$ cat config.mk
export PLATFORM = sky130hd
export DESIGN_NAME = eth_rx_classifier
export DESIGN_NICKNAME = d
export VERILOG_FILES = /design/src/rtl/eth_rx_pkg.sv /design/src/rtl/eth_rx_ctrl.sv /design/src/rtl/eth_rx_dp.sv /design/src/rtl/eth_rx_classifier.sv
export SDC_FILE = /design/constraint.sdc
export NUM_CORES = 1
export LEC_CHECK = 0
export ABC_AREA = 1
export BUFFER_PORTS_ARGS = -buffer_cell sky130_fd_sc_hd__buf_2
export CAP_MARGIN = 25
export CORE_ASPECT_RATIO = 2
export CORE_MARGIN = 3
export CORE_UTILIZATION = 40
export DETAILED_ROUTE_END_ITERATION = 10
export GPL_TIMING_DRIVEN = 0
export PLACE_DENSITY = 0.59
export SYNTH_ARGS = -nofsm -noshare
export SYNTH_HDL_FRONTEND = slang
export SYNTH_SLANG_ARGS = --single-unit
$ cat constraint.sdc
create_clock -name clk -period 2.66 [get_ports clk]
set_input_delay 0.133 -clock clk [delete_from_list [all_inputs] [get_ports clk]]
set_output_delay 0.133 -clock clk [all_outputs]
set_load 0.01 [all_outputs]
$ cat src/rtl/eth_rx_pkg.sv
package eth_rx_pkg;
  typedef enum logic [1:0] {ST_IDLE, ST_HUNT, ST_HDR, ST_PAY} rxState_e;

  typedef struct packed {
    logic capSta;
    logic clrPipe;
    logic shiftHdr;
    logic pushPay;
    logic endPay;
  } rxStrobe_t;
endpackage

$ cat src/rtl/eth_rx_ctrl.sv
module eth_rx_ctrl
  import eth_rx_pkg::*;
#(
  parameter int HDR_BYTES = 14,
  parameter logic [7:0] PRE_BYTE = 8'h55,
  parameter logic [7:0] SFD_BYTE = 8'hD5
) (
  input  logic      clk,
  input  logic      rst_n,
  input  logic      inValid,
  input  logic [7:0] inByte,
  input  logic      inEnd,
  output rxStrobe_t strb,
  output logic      hdrValid,
  output logic      frameDone,
  output logic      runt
);
  localparam int CW = $clog2(HDR_BYTES);
  localparam logic [CW-1:0] LAST_IDX = CW'(HDR_BYTES - 1);

  rxState_e state;
  logic [CW-1:0] hdrCnt;

  always_comb begin
    strb = '0;
    case (state)
      ST_HUNT: if (inValid && !inEnd && inByte == SFD_BYTE) begin
        strb.capSta  = 1'b1;
        strb.clrPipe = 1'b1;
      end
      ST_HDR: strb.shiftHdr = inValid;
      ST_PAY: begin
        strb.pushPay = inValid;
        strb.endPay  = inValid && inEnd;
      end
      default: ;
    endcase
  end

  always_ff @(posedge clk) begin
    if (!rst_n) begin
      state     <= ST_IDLE;
      hdrCnt    <= '0;
      hdrValid  <= 1'b0;
      frameDone <= 1'b0;
      runt      <= 1'b0;
    end else begin
      hdrValid  <= 1'b0;
      frameDone <= 1'b0;
      runt      <= 1'b0;
      case (state)
        ST_IDLE: if (inValid && !inEnd && inByte == PRE_BYTE) state <= ST_HUNT;
        ST_HUNT: if (inValid) begin
          if (inEnd) state <= ST_IDLE;
          else if (inByte == SFD_BYTE) begin
            state  <= ST_HDR;
            hdrCnt <= '0;
          end else if (inByte != PRE_BYTE) state <= ST_IDLE;
        end
        ST_HDR: if (inValid) begin
          hdrCnt <= hdrCnt + 1'b1;
          if (hdrCnt == LAST_IDX) begin
            hdrValid <= 1'b1;
            if (inEnd) begin
              frameDone <= 1'b1;
              state     <= ST_IDLE;
            end else state <= ST_PAY;
          end else if (inEnd) begin
            frameDone <= 1'b1;
            runt      <= 1'b1;
            state     <= ST_IDLE;
          end
        end
        ST_PAY: if (inValid && inEnd) begin
          frameDone <= 1'b1;
          state     <= ST_IDLE;
        end
        default: state <= ST_IDLE;
      endcase
    end
  end
endmodule

$ cat src/rtl/eth_rx_dp.sv
module eth_rx_dp
  import eth_rx_pkg::*;
#(
  parameter int ADDR_W    = 48,
  parameter int LT_W      = 16,
  parameter int FCS_BYTES = 4,
  parameter int MAX_LEN   = 1500
) (
  input  logic              clk,
  input  logic              rst_n,
  input  rxStrobe_t         strb,
  input  logic [7:0]        inByte,
  input  logic [ADDR_W-1:0] staIn,
  output logic [ADDR_W-1:0] dstAddr,
  output logic [ADDR_W-1:0] srcAddr,
  output logic [LT_W-1:0]   lenType,
  output logic              addrMatch,
  output logic              isLength,
  output logic              payValid,
  output logic [7:0]        payByte,
  output logic              payLast
);
  localparam int HDR_W = 2 * ADDR_W + LT_W;
  localparam int FW    = $clog2(FCS_BYTES + 1);
  localparam logic [FW-1:0] FULL = FW'(FCS_BYTES);

  logic [HDR_W-1:0]  hdrReg;
  logic [ADDR_W-1:0] staReg;
  logic [7:0]        dly [FCS_BYTES];
  logic [FW-1:0]     fill;

  assign dstAddr   = hdrReg[HDR_W-1 -: ADDR_W];
  assign srcAddr   = hdrReg[LT_W +: ADDR_W];
  assign lenType   = hdrReg[LT_W-1:0];
  assign addrMatch = (dstAddr == staReg) || (&dstAddr);
  assign isLength  = (lenType <= LT_W'(MAX_LEN));

  always_ff @(posedge clk) begin
    if (!rst_n) begin
      hdrReg <= '0;
      staReg <= '0;
    end else begin
      if (strb.capSta)   staReg <= staIn;
      if (strb.shiftHdr) hdrReg <= {hdrReg[HDR_W-9:0], inByte};
    end
  end

  always_ff @(posedge clk) begin
    if (!rst_n) begin
      fill     <= '0;
      payValid <= 1'b0;
      payLast  <= 1'b0;
      payByte  <= '0;
      for (int i = 0; i < FCS_BYTES; i++) dly[i] <= '0;
    end else begin
      payValid <= 1'b0;
      payLast  <= 1'b0;
      if (strb.clrPipe) fill <= '0;
      else if (strb.pushPay) begin
        if (fill == FULL) begin
          payValid <= 1'b1;
          payByte  <= dly[FCS_BYTES-1];
          payLast  <= strb.endPay;
        end else fill <= fill + 1'b1;
        dly[0] <= inByte;
        for (int i = 1; i < FCS_BYTES; i++) dly[i] <= dly[i-1];
      end
    end
  end
endmodule

$ cat src/rtl/eth_rx_classifier.sv
module eth_rx_classifier
  import eth_rx_pkg::*;
#(
  parameter int ADDR_W    = 48,
  parameter int LT_W      = 16,
  parameter int FCS_BYTES = 4,
  parameter int MAX_LEN   = 1500
) (
  input  logic              clk,
  input  logic              rst_n,
  input  logic              inValid,
  input  logic [7:0]        inByte,
  input  logic              inEnd,
  input  logic [ADDR_W-1:0] stationAddr,
  output logic [ADDR_W-1:0] dstAddr,
  output logic [ADDR_W-1:0] srcAddr,
  output logic [LT_W-1:0]   lenType,
  output logic              hdrValid,
  output logic              addrMatch,
  output logic              isLength,
  output logic              payValid,
  output logic [7:0]        payByte,
  output logic              payLast,
  output logic              frameDone,
  output logic              runt
);
  localparam int HDR_BYTES = (2 * ADDR_W + LT_W) / 8;

  rxStrobe_t strb;

  eth_rx_ctrl #(.HDR_BYTES(HDR_BYTES)) u_ctrl (
    .clk(clk), .rst_n(rst_n), .inValid(inValid), .inByte(inByte), .inEnd(inEnd),
    .strb(strb), .hdrValid(hdrValid), .frameDone(frameDone), .runt(runt)
  );

  eth_rx_dp #(.ADDR_W(ADDR_W), .LT_W(LT_W), .FCS_BYTES(FCS_BYTES), .MAX_LEN(MAX_LEN)) u_dp (
    .clk(clk), .rst_n(rst_n), .strb(strb), .inByte(inByte), .staIn(stationAddr),
    .dstAddr(dstAddr), .srcAddr(srcAddr), .lenType(lenType), .addrMatch(addrMatch),
    .isLength(isLength), .payValid(payValid), .payByte(payByte), .payLast(payLast)
  );
endmodule

Word level (Yosys, flattened, before mapping)
Memory sizes are Yosys's and may differ from the RTL's. A register that Yosys moved wholly into a read port is not among the register bits.
Cells that the tools add are included.
{"block": "word_totals", "regBits": 174, "mem_bits_rw": 32, "in_bits": 60, "out_inout_bits": 127, "word_cells": 96, "mem_count": 1}
{"memory": "u_dp.dly", "words": 4, "word_bits": 8, "read_ports": 4, "rd_clocked_by_memory_dff": 1, "wr": 4, "line_no": "eth_rx_dp.sv:29", "text": "logic [7:0] dly [FCS_BYTES];"}
{"block": "classes", "n_addsub": 2, "n_lt_le_gt_ge": 1, "n_eq_ne": 17, "mux": 35, "n_bitwise": 11, "reduce_logical": 19}
{"cell": "== test 48 bit", "count": 1}
{"cell": "AND reduction 48 bit", "count": 1}
{"cell": "2-to-1 mux 8 bit", "count": 4}
{"cell": "2-to-1 mux 2 bit", "count": 13}
{"cell": "<= comparator 16 x 11 -> 1 bit, second input constant", "count": 1}
{"cell": "2-to-1 mux 4 bit", "count": 4}
{"cell": "2-to-1 mux 1 bit", "count": 11}
{"cell": "== test 8 x 7 -> 1 bit, second input constant", "count": 1}
{"cell": "== test 8 bit, second input constant", "count": 1}
{"cell": "inequality test 8 x 7 -> 1 bit, second input constant", "count": 1}
{"cell": "one-hot mux 2 bit (4 select lines)", "count": 1}
{"cell": "one-hot mux 4 bit (2 select lines)", "count": 1}
{"cell": "NOT 1 bit", "count": 7}
{"cell": "inequality test 2 x 1 -> 1 bit, second input constant", "count": 3}
{"cell": "inequality test 2 bit, second input constant", "count": 3}
{"cell": "AND reduction 3 bit", "count": 2}
{"cell": "AND reduction 6 bit", "count": 1}
{"cell": "AND reduction 5 bit", "count": 1}
{"cell": "OR reduction 5 bit", "count": 1}
{"cell": "adder 4 x 1 -> 4 bit, second input constant", "count": 1}
{"cell": "== test 2 bit, second input constant", "count": 2}
{"cell": "== test 4 bit, second input constant", "count": 1}
{"cell": "logical AND 1 bit", "count": 4}
{"cell": "inequality test 4 x 2 -> 1 bit, second input constant", "count": 1}
{"cell": "14 further kinds", "count": 18}

Longest topological paths before layout
Gate-level depths: netlist of run 1.
{"block": "logic_depth", "ltp_word": 9, "depth_mapped": 10, "depth_no_buf": 10}

Cells and area by module
From an unflattened synthesis of run 1, not the netlist that was laid out.
{"block": "hier_totals", "cells_unflattened": 1094, "area_unflattened_um2": 8675.8}
{"mod": "eth_rx_dp", "instances": 1, "cells_each": 993, "area_each_um2": 8064.0}
{"mod": "eth_rx_ctrl", "instances": 1, "cells_each": 101, "area_each_um2": 611.8}

Least setup slack after synthesis of run 1
Ideal clock, no wire load.
{"block": "synth_timing", "kind": "reg-to-reg", "startpoint": "reg u_ctrl.state[1]", "endpoint": "mem u_dp.dly[0][0] (enable)", "setup_time_ps": 389, "arrival_ps": 1478, "required_ps": 2271, "setup_slack_ps": 792, "path_stages_with_launch": 5, "n_path_buf": 0, "synth_period_minus_slack_ps": 1868, "path_cell_list": "dfxtp_1 nand2_1 nor2_1 inv_1 nand2_1"}
{"element": "start, declared", "line_no": "eth_rx_ctrl.sv:21", "text": "rxState_e state;"}
{"element": "start signal, assigned", "line_no": "eth_rx_ctrl.sv:42", "text": "state <= ST_IDLE;"}
{"element": "start signal, assigned", "line_no": "eth_rx_ctrl.sv:52", "text": "ST_IDLE: if (inValid && !inEnd && inByte == PRE_BYTE) state <= ST_HUNT;"}
{"element": "start signal, assigned", "line_no": "eth_rx_ctrl.sv:54", "text": "if (inEnd) state <= ST_IDLE;"}
{"element": "end, declared", "line_no": "eth_rx_dp.sv:29"}

Final worst setup path of run 1
{"block": "layout_timing", "startpoint": "reg u_dp.hdrReg[74]", "endpoint": "out addrMatch"}
{"block": "layout_between", "elab_chain_len": 2, "elab_cells_between_ends": 3, "cone_classes": "eq/ne (1); reduce/logical (2)"}
{"element": "start, declared", "line_no": "eth_rx_dp.sv:27", "text": "logic [HDR_W-1:0] hdrReg;"}
{"element": "start signal, assigned", "line_no": "eth_rx_dp.sv:44", "text": "if (strb.shiftHdr) hdrReg <= {hdrReg[HDR_W-9:0], inByte};"}
{"element": "== test 48 bit / AND reduction 48 bit (equally long branches)", "line_no": "eth_rx_dp.sv:35", "text": "assign addrMatch = (dstAddr == staReg) || (&dstAddr);"}
{"element": "logical OR 1 bit *", "line_no": "eth_rx_dp.sv:35"}
{"element": "end, declared", "line_no": "eth_rx_classifier.sv:19", "text": "output logic addrMatch,"}
Mark *: on every way between the ends. The rest lies on a longest branch, timed or not.

==> impl_metrics.env, run 1 <==
export IMPL_outcome="complete, no violations"
export IMPL_grt_pass1_wl_um=42700
export IMPL_clock_sinks=214
export IMPL_dr_pass1_iters=6
export IMPL_h_tree_depth=1
export IMPL_path_clk_slew_ns=0.06
export IMPL_synth_edf_count=32
export IMPL_worstPathArrival_ns=1.94
export IMPL_ios=187
export IMPL_die_w_um=111
export IMPL_synth_distinct_cells=27
export IMPL_via_per_inst=4.95
export IMPL_io_buffers=185
export IMPL_ys_seq_area_share_pct=52.3
export IMPL_irDropWorstVdd_mv=0.434
export IMPL_start_kind="register"
export IMPL_endpoint_kind="output pin"
export IMPL_max_slew_margin_pct=51.5
export IMPL_crit_type="register to output pin"
export IMPL_area_sequential_um2=4600
export IMPL_min_period_ns=2.08
export IMPL_path_buf_inv=1
export IMPL_drive_above_1_share_pct=18.6
export IMPL_grt_max_degree=19
export IMPL_worstHoldPathType="primary input to register"
export IMPL_yosysTopAreaCellShare_pct=41.4
export IMPL_critPathTopFamily="simple AND/OR/NAND/NOR gates"
export IMPL_pre_cts_ws_ns=0.636
export IMPL_syn_area_um2=8800
export IMPL_yosysTopAreaCell="dfxtp_1"
export IMPL_max_clock_path_buffers=3
export IMPL_critPathSlowestCell="dfxtp_1"
export IMPL_rsz0062_at_grt="false"
export IMPL_cts_tree="built"
export IMPL_maxSlewViolCount=0
export IMPL_setup_violations=0
export IMPL_synth_top_cells_by_area="dfxtp_1 (41%), edfxtp_1 (11%), nor2_1 (8.2%)"
export IMPL_drt_total_wl_um=27100
export IMPL_ant_nets=0
export IMPL_synth_common_cells="nor2_1 (193), dfxtp_1 (182), nand2_1 (179), a21oi_1 (111), o21ai_0 (104)"
export IMPL_synth_fp_nets=1183
export IMPL_wl_per_cell_um=16.2
export IMPL_antenna_found_initial=0
export IMPL_setup_slack_ns=0.585
export IMPL_coreArea_um2=21600
export IMPL_path_max_fanout=5
export IMPL_max_freq_mhz=482
export IMPL_placed_cell_area_um2=10100
export IMPL_hold_viol=0
export IMPL_yosysWarnings=0
export IMPL_ys_async_sr_fraction_pct=0
export IMPL_syn_avg_cell_area_um2=7.87
export IMPL_tightest_slew_ns=0.726
export IMPL_die_y_um=216
export IMPL_setup_tns_ns=0
export IMPL_cts_root_buffer="clkbuf_16"
export IMPL_grt_use_total_pct=22.2
export IMPL_area_growth_pct=29.5
export IMPL_fillers=2092
export IMPL_rows=76
export IMPL_multiInputGateArea_um2=3500
export IMPL_synthFlopType="dfxtp_1"
export IMPL_cpMostUsedCell="nand2_1"
export IMPL_drt_initial_drc_count=483
export IMPL_synth_most_common_cell="nor2_1"
export IMPL_timing_final_crit_share_pct=78.0
export IMPL_maxCapViolCount=0
export IMPL_slowest_delay_ns=0.51
export IMPL_hpwl_um=20100
export IMPL_clk_latency_ns=0.52
export IMPL_skew_ns=0.0153
export IMPL_antenna_cells=0
export IMPL_routabilityCongestion=0.846
export IMPL_grt_pass1_vias=8178
export IMPL_p_leak_uw=0.00520
export IMPL_crit_path_cell_trace="xnor2_1, nand2_1, nor2_1, nand2_1, nor2_1, nand3_1, nand2_1, buf_2"
export IMPL_cts_buffers=21
export IMPL_fin_area_um2=11400
export IMPL_vias=8298
export IMPL_grt_ovfl_total=0
export IMPL_power_density_nw_per_um2=587
export IMPL_required_ns=2.53
export IMPL_final_nets=1451
export IMPL_ys_ff_latch=214
export IMPL_dieArea_um2=23900
export IMPL_synthCells=1119
export IMPL_ctsResizeCount=0
export IMPL_drc=0
export IMPL_start_util_pct=40.8
[through the flow]
step / hold slack (ns) / cells / power (µW) / util (%)
floorplan: 0.273 / 1119 / 3480 / -
detailed placement: 0.399 / 1578 / 3580 / 46.8
finish: 0.152 / 1675 / 6690 / 52.8
global placement: 0.411 / 1577 / 3580 / 46.7
CTS: 0.149 / 1675 / 6740 / 52.8
global route: 0.198 / 1675 / 6890 / 52.8
[cells in the final DEF, fill, tap and decap left out, drive strengths merged, types with 59 or more instances in the layout]
cell,synthesis,final
a21oi,111,111
buf,33,219
clkbuf,33,61
dfxtp,182,182
dlygate4sd3,0,59
inv,102,103
nand2,179,179
nand4,59,59
nor2,197,197
o21ai,122,122
[kinds of logic after synthesis]
group           after synthesis  share of synthesized area (%)
buf+inv                     168                           7.93
fa+ha+maj                     4                          0.569
xor+xnor                     33                           3.28
simple gates                464                           22.4
flops                       214                           52.3
compound gates              236                           13.5
[layer usage]
| metal | share of wire, % | track usage [%] | vias to the layer above | wire length (µm) |
|---|---|---|---|---|
| met5 | 0 | 0 | - | 0 |
| met4 | 3.9 | 9.78 | 0 | 1050 |
| met3 | 4.2 | 2.83 | 57 | 1140 |
| met2 | 56 | 43.5 | 223 | 15100 |
| met1 | 36 | 23.0 | 3812 | 9840 |
| li1 | - | - | 4206 | - |
[flip-flops by register name, summed over array words and instances (netlist names)]
| signal | flops |
|---|---|
| u_dp.payLast | 1 |
| u_ctrl.hdrValid | 1 |
| u_dp.hdrReg | 112 |
| u_ctrl.frameDone | 1 |
| u_dp.payValid | 1 |
| u_ctrl.runt | 1 |
| u_ctrl.state | 2 |
| u_dp.dly | 32 |
| u_ctrl.hdrCnt | 4 |
| u_dp.staReg | 48 |
| u_dp.fill | 3 |
| u_dp.payByte | 8 |
[worst reg2reg max path: cells and delay by family, from the launching register on]
family                 cells  cell delay, ns
flip-flops                 1            0.48
buffers and inverters      2            0.36
AND/OR/NAND/NOR            3            0.87
[cell type report]
class	count	share of cell area, %
Clock inverter	10	1.13
Clock buffer	28	5.10
Sequential cell	214	40.4
Multi-Input combinational cell	737	30.7
Tap cell	273	3.00
Buffer	66	2.77
Inverter	102	3.36
Timing Repair Buffer	245	13.5
[repair_timing]
item | CTS | global route
hold buffers | 59 | 0
setup endpoints to repair | 0 | 0
setup buffers | 0 | 0
endpoints found under the hold margin | 65 | 0
[power by group]
group	total (µW)	internal, µW	switching, µW
combinational	278	121	157
clock	3110	1830	1270
sequential	3300	3300	7.16
[path summary, 6_finish.rpt]
path / start / end / slack, ns / cells after the start
max reg2reg: u_ctrl.state[1] / u_dp.dly[0][3] / 0.66 / 5
min: rst_n / u_dp.staReg[47] / 0.15 / 3
min reg2reg: u_dp.dly[3][4] / u_dp.payByte[4] / 0.47 / 2
max: u_dp.hdrReg[74] / addrMatch / 0.58 / 8
(Power assumes the default switching activity.)
==> run 2, diff against run 1 <==
PLACE_DENSITY = 0.61   (was 0.59)
clock period = 1.7 ns   (was 2.66 ns; I/O delays follow)
==> impl_metrics.env, run 2 (synthesis results as in run 1) <==
export IMPL_outcome="finished, violations left"
export IMPL_violations="setup timing"
export IMPL_met3_usage_pct=3.25
export IMPL_worstPathArrival_ns=1.74
export IMPL_via_per_inst=5.01
export IMPL_final_common_cell="buf_2"
export IMPL_die_w_um=111
export IMPL_cts_buffers=20
export IMPL_drive_above_1_share_pct=24.9
export IMPL_max_clock_path_buffers=3
export IMPL_setup_violations=1
export IMPL_timing_final_crit_share_pct=108
export IMPL_layout_cells_most_common_list="buf_2 (205), nor2_1 (186), nand2_1 (177)"
export IMPL_cts_tree="built"
export IMPL_drt_total_wl_um=27500
export IMPL_largestRegisters="u_dp.hdrReg: 112 flops, u_dp.staReg: 48 flops, u_dp.dly: 32 flops"
export IMPL_io_buffers=185
export IMPL_grt_use_total_pct=22.0
export IMPL_coreArea_um2=21600
export IMPL_met1_usage_pct=23.1
export IMPL_grt_max_degree=33
export IMPL_stdcell_count=1680
export IMPL_clk_latency_ns=0.49
export IMPL_grt_ovfl_total=0
export IMPL_ios=187
export IMPL_dp_cells=1577
export IMPL_skew_ns=0.0126
export IMPL_p_leak_uw=0.00525
export IMPL_maxCapViolCount=0
export IMPL_routabilityCongestion=0.827
export IMPL_max_freq_mhz=547
export IMPL_fillers=2064
export IMPL_power_density_nw_per_um2=878
export IMPL_antenna_found_initial=1
export IMPL_r2r_setup_slack_ns=0.10
export IMPL_area_growth_pct=32.3
export IMPL_drt_initial_drc_count=436
export IMPL_setup_slack_ns=-0.128
export IMPL_hpwl_um=19800
export IMPL_critPathSlowestCell="dfxtp_4"
export IMPL_worstHoldPathType="primary input to register"
export IMPL_crit_path_cell_trace="xnor2_2, nand2_1, nor2_1, nand2_1, nor2_2, nand3_2, nand2_2, buf_6"
export IMPL_endpoint_kind="output pin"
export IMPL_die_y_um=216
export IMPL_largest_register_ff_count=112
export IMPL_rsz0062_at_grt="true"
export IMPL_h_tree_depth=1
export IMPL_min_period_ns=1.83
export IMPL_largest_register="u_dp.hdrReg"
export IMPL_path_clk_slew_ns=0.07
export IMPL_tightest_slew_ns=0.668
export IMPL_maxSlewViolCount=0
export IMPL_rows=76
export IMPL_path_buf_inv=1
export IMPL_required_ns=1.62
export IMPL_dr_pass1_iters=5
export IMPL_p_total_uw=10200
export IMPL_grt_pass1_wl_um=42900
export IMPL_critPathTopFamily="simple AND/OR/NAND/NOR gates"
export IMPL_ant_nets=0
export IMPL_cpMostUsedCell="nand2_1"
export IMPL_slowest_delay_ns=0.37
export IMPL_drc=0
export IMPL_grt_pass1_vias=8380
export IMPL_start_kind="register"
export IMPL_fin_util_pct=54.0
export IMPL_max_slew_margin_pct=55.5
export IMPL_path_max_fanout=4
export IMPL_final_nets=1456
export IMPL_irDropWorstVdd_mv=0.806
export IMPL_dieArea_um2=23900
export IMPL_gr_usage_met2_pct=42.9
export IMPL_clock_sinks=214
export IMPL_vias=8412
export IMPL_crit_type="register to output pin"
export IMPL_cts_root_buffer="clkbuf_16"
export IMPL_wl_per_cell_um=16.4
export IMPL_grt_busiest_layer="met2"
export IMPL_hold_viol=0
export IMPL_start_util_pct=40.8
-- run 2: cell count changes in the layout (fill, tap and decap cells not counted), moves of 8 or more --
cell | before | now
buf_4 | 4 | 12
dfxtp_4 | 0 | 12
inv_1 | 96 | 84
xnor2_1 | 33 | 23
dfxtp_2 | 0 | 30
inv_2 | 6 | 18
dfxtp_1 | 182 | 140
xnor2_2 | 0 | 10
-- run 2: cell type report --
cell class / instances / area, µm² / area share [%]
antenna: 1 / 2.50 / 0.0215
clock buffer: 26 / 574 / 4.93
buffer: 66 / 328 / 2.81
multi-input combinational: 737 / 3650 / 31.4
tap: 273 / 342 / 2.93
inverter: 102 / 383 / 3.29
timing repair buffer: 251 / 1580 / 13.5
sequential: 214 / 4690 / 40.2
clock inverter: 10 / 103 / 0.881
-- run 2: worst paths after layout --
check,startpoint,to,cells after the start
max reg2reg,u_ctrl.state[0],u_dp.staReg[41],7
min,inEnd,u_ctrl.hdrCnt[2],4
min reg2reg,u_dp.dly[3][7],u_dp.payByte[7],2
max,u_dp.hdrReg[75],addrMatch,8
-- run 2: power breakdown --
group,internal (µW),total [µW],switching (µW)
logic,186,435,249
clock network,2690,4640,1950
registers,5140,5150,11.2
-- run 2: through the flow --
stage | setup slack (ns) | TNS [ns] | area (µm²) | hold slack (ns)
finish | -0.128 | -0.128 | 11600 | 0.0530
global placement | -0.330 | -15.92 | 10100 | 0.359
global route | -0.269 | -0.326 | 11600 | 0.0852
detailed placement | -0.355 | -17.55 | 10100 | 0.357
floorplan | 0.130 | 0 | 8810 | 0.225
CTS | -0.143 | -0.145 | 11400 | 0.0348
-- run 2: timing repair --
action,in CTS,in global routing
endpoints found under the setup margin,50,74
hold buffers,59,0
gates resized for setup,34,67
endpoints found under the hold margin,67,0
buffers inserted,0,7
pin swaps,0,15
-- run 2: worst register-to-register path, delay by kind of cell, from the launching register on --
family	cells	cell delay, ns
buf+inv	3	0.54
simple gates	3	0.50
flops	1	0.38
compound gates	1	0.06
-- run 2: metal layers --
metal  routed length [µm]  vias to the layer above
li1                     -                     4220
met1                10100                     3896
met2                15200                      232
met5                    0                        -
met4                 1110                        0
met3                 1180                       64
==> run 3, diff against run 2 <==
CORE_ASPECT_RATIO = 0.7   (was 2)
SLEW_MARGIN = 20   (was default)
==> impl_metrics.env, run 3 (synthesis results as in run 1) <==
export IMPL_worstHoldPathType="primary input to register"
export IMPL_ios=187
export IMPL_largest_register="u_dp.hdrReg"
export IMPL_routabilityCongestion=0.859
export IMPL_irDropWorstVdd_mv=0.564
export IMPL_h_tree_depth=1
export IMPL_fin_area_um2=11800
export IMPL_max_clock_path_buffers=3
export IMPL_maxSlewViolCount=0
export IMPL_critPathSlowestCell="dfxtp_2"
export IMPL_hold_path_end="u_ctrl.hdrCnt[2]"
export IMPL_largestRegisters="u_dp.hdrReg: 112 flops, u_dp.staReg: 48 flops, u_dp.dly: 32 flops"
export IMPL_drt_total_wl_um=27000
export IMPL_io_buffers=185
export IMPL_vias=8442
export IMPL_final_common_cell="buf_2"
export IMPL_area_growth_pct=33.8
export IMPL_grt_use_total_pct=21.9
export IMPL_rsz0062_at_grt="true"
export IMPL_clock_sinks=214
export IMPL_worstHoldPathCells=4
export IMPL_clk_latency_ns=0.50
export IMPL_drt_initial_drc_count=604
export IMPL_required_ns=1.62
export IMPL_rr_startpoint="u_ctrl.state[1]"
export IMPL_die_w_um=183
export IMPL_grt_pass1_wl_um=42100
export IMPL_power_density_nw_per_um2=890
export IMPL_cts_tree="built"
export IMPL_tightest_slew_ns=0.670
export IMPL_grt_pass1_vias=7859
export IMPL_die_y_um=130
export IMPL_max_freq_mhz=539
export IMPL_min_from="inEnd"
export IMPL_maxCapViolCount=0
export IMPL_area_sequential_um2=4690
export IMPL_max_slew_margin_pct=55.2
export IMPL_min_period_ns=1.86
export IMPL_layout_cells_most_common_list="buf_2 (206), nor2_1 (187), nand2_1 (174)"
export IMPL_setup_violations=1
export IMPL_ff2ff_path_depth=8
export IMPL_path_max_fanout=3
export IMPL_largest_register_ff_count=112
export IMPL_timing_final_crit_share_pct=109
export IMPL_outcome="finished, violations left"
export IMPL_dr_pass1_iters=5
export IMPL_final_nets=1467
export IMPL_crit_type="register to output pin"
export IMPL_antenna_found_initial=0
export IMPL_grt_ovfl_total=0
export IMPL_hold_viol=0
export IMPL_drc=0
export IMPL_fillers=2017
export IMPL_setup_slack_ns=-0.155
export IMPL_wl_per_cell_um=15.9
export IMPL_multiInputGateArea_um2=3660
export IMPL_pre_cts_ws_ns=-0.249
export IMPL_grt_max_degree=33
export IMPL_cts_root_buffer="clkbuf_16"
export IMPL_reg2reg_to="u_dp.hdrReg[93]"
export IMPL_endpoint_kind="output pin"
export IMPL_rows=44
export IMPL_antenna_cells=0
export IMPL_start_util_pct=41.6
export IMPL_path_clk_slew_ns=0.06
export IMPL_violations="setup timing"
export IMPL_crit_path_cell_trace="inv_1, nor3_2, nand2_2, nor3_4, nand3_1, nand2_1, buf_2"
export IMPL_via_per_inst=4.98
export IMPL_placed_cell_area_um2=10100
export IMPL_ant_nets=0
export IMPL_drive_above_1_share_pct=25.3
export IMPL_hpwl_um=19000
export IMPL_slowest_delay_ns=0.35
export IMPL_cts_buffers=22
export IMPL_start_kind="register"
export IMPL_skew_ns=0.0144
export IMPL_r2r_setup_slack_ns=0.07
export IMPL_dieArea_um2=23900
export IMPL_p_leak_uw=0.00538
export IMPL_coreArea_um2=21100
export IMPL_worstPathArrival_ns=1.77
run 3: changes by cell type in the layout (fill, tap and decap cells not counted), sizes merged:
cell / previous run / this run
buf: 224 / 233
bufinv: 2 / 1
clkbuf: 60 / 66
clkinvlp: 4 / 0
diode: 1 / 0
inv: 102 / 104
run 3: cell type report:
cell class,count,share of cell area (%)
Multi-Input combinational cell,737,31.1
Clock inverter,7,0.552
Sequential cell,214,39.8
Timing Repair Buffer,260,13.9
Inverter,102,3.27
Buffer,66,2.75
Tap cell,276,2.93
Clock buffer,32,5.69
run 3: what timing repair did:
action,CTS,global route
hold buffers,59,0
endpoints found under the setup margin,45,155
pin swaps,13,14
setup buffers,13,3
hold endpoints to repair,66,0
resized for setup,54,52
run 3: power breakdown:
group	total, µW	internal, µW	switching [µW]
Clock	4900	2900	2000
Sequential	5140	5130	10.7
Combinational	445	188	257
run 3: worst max-delay path by stage:
stage / startpoint / to / slack [ns] / cells after the start
4_1_cts: u_dp.staReg[10] / addrMatch / -0.16 / 8
3_3_place_gp: inByte[3] / u_dp.staReg[39] / -0.26 / 9
3_5_place_dp: inByte[5] / u_dp.staReg[39] / -0.25 / 9
2_1_floorplan: u_ctrl.state[1] / u_dp.dly[0][0] / 0.13 / 4
6_report: u_dp.hdrReg[68] / addrMatch / -0.16 / 7
5_1_grt: u_dp.hdrReg[99] / addrMatch / -0.23 / 7
run 3: routing by layer:
layer / vias up / track usage (%) / routed length (µm) / part of all wire, %
li1: 4231 / - / - / -
met1: 3886 / 33.1 / 13500 / 50
met2: 285 / 32.2 / 11100 / 41
met3: 40 / 4.35 / 1880 / 7.0
met4: 0 / 5.01 / 496 / 1.8
met5: - / 0 / 0 / 0
run 3: critical path, delay by kind of cell, from the launching register on:
family	cells	cell delay (ns)
and+or+nand+nor	5	0.71
DFF	1	0.35
buffers and inverters	2	0.21
run 3: per-stage QoR:
| step | cells | TNS [ns] | total power [µW] | util [%] | hold WS [ns] |
|---|---|---|---|---|---|
| final | 1694 | -0.155 | 10500 | 55.7 | 0.0473 |
| after floorplan | 1119 | 0 | 5450 | - | 0.225 |
| after CTS | 1691 | -0.164 | 10600 | 55.1 | 0.0169 |
| after global placement | 1580 | -10.60 | 5600 | 47.7 | 0.353 |
| after detailed placement | 1580 | -12.12 | 5610 | 47.7 | 0.356 |
| after global routing | 1694 | -0.316 | 10800 | 55.7 | 0.0754 |
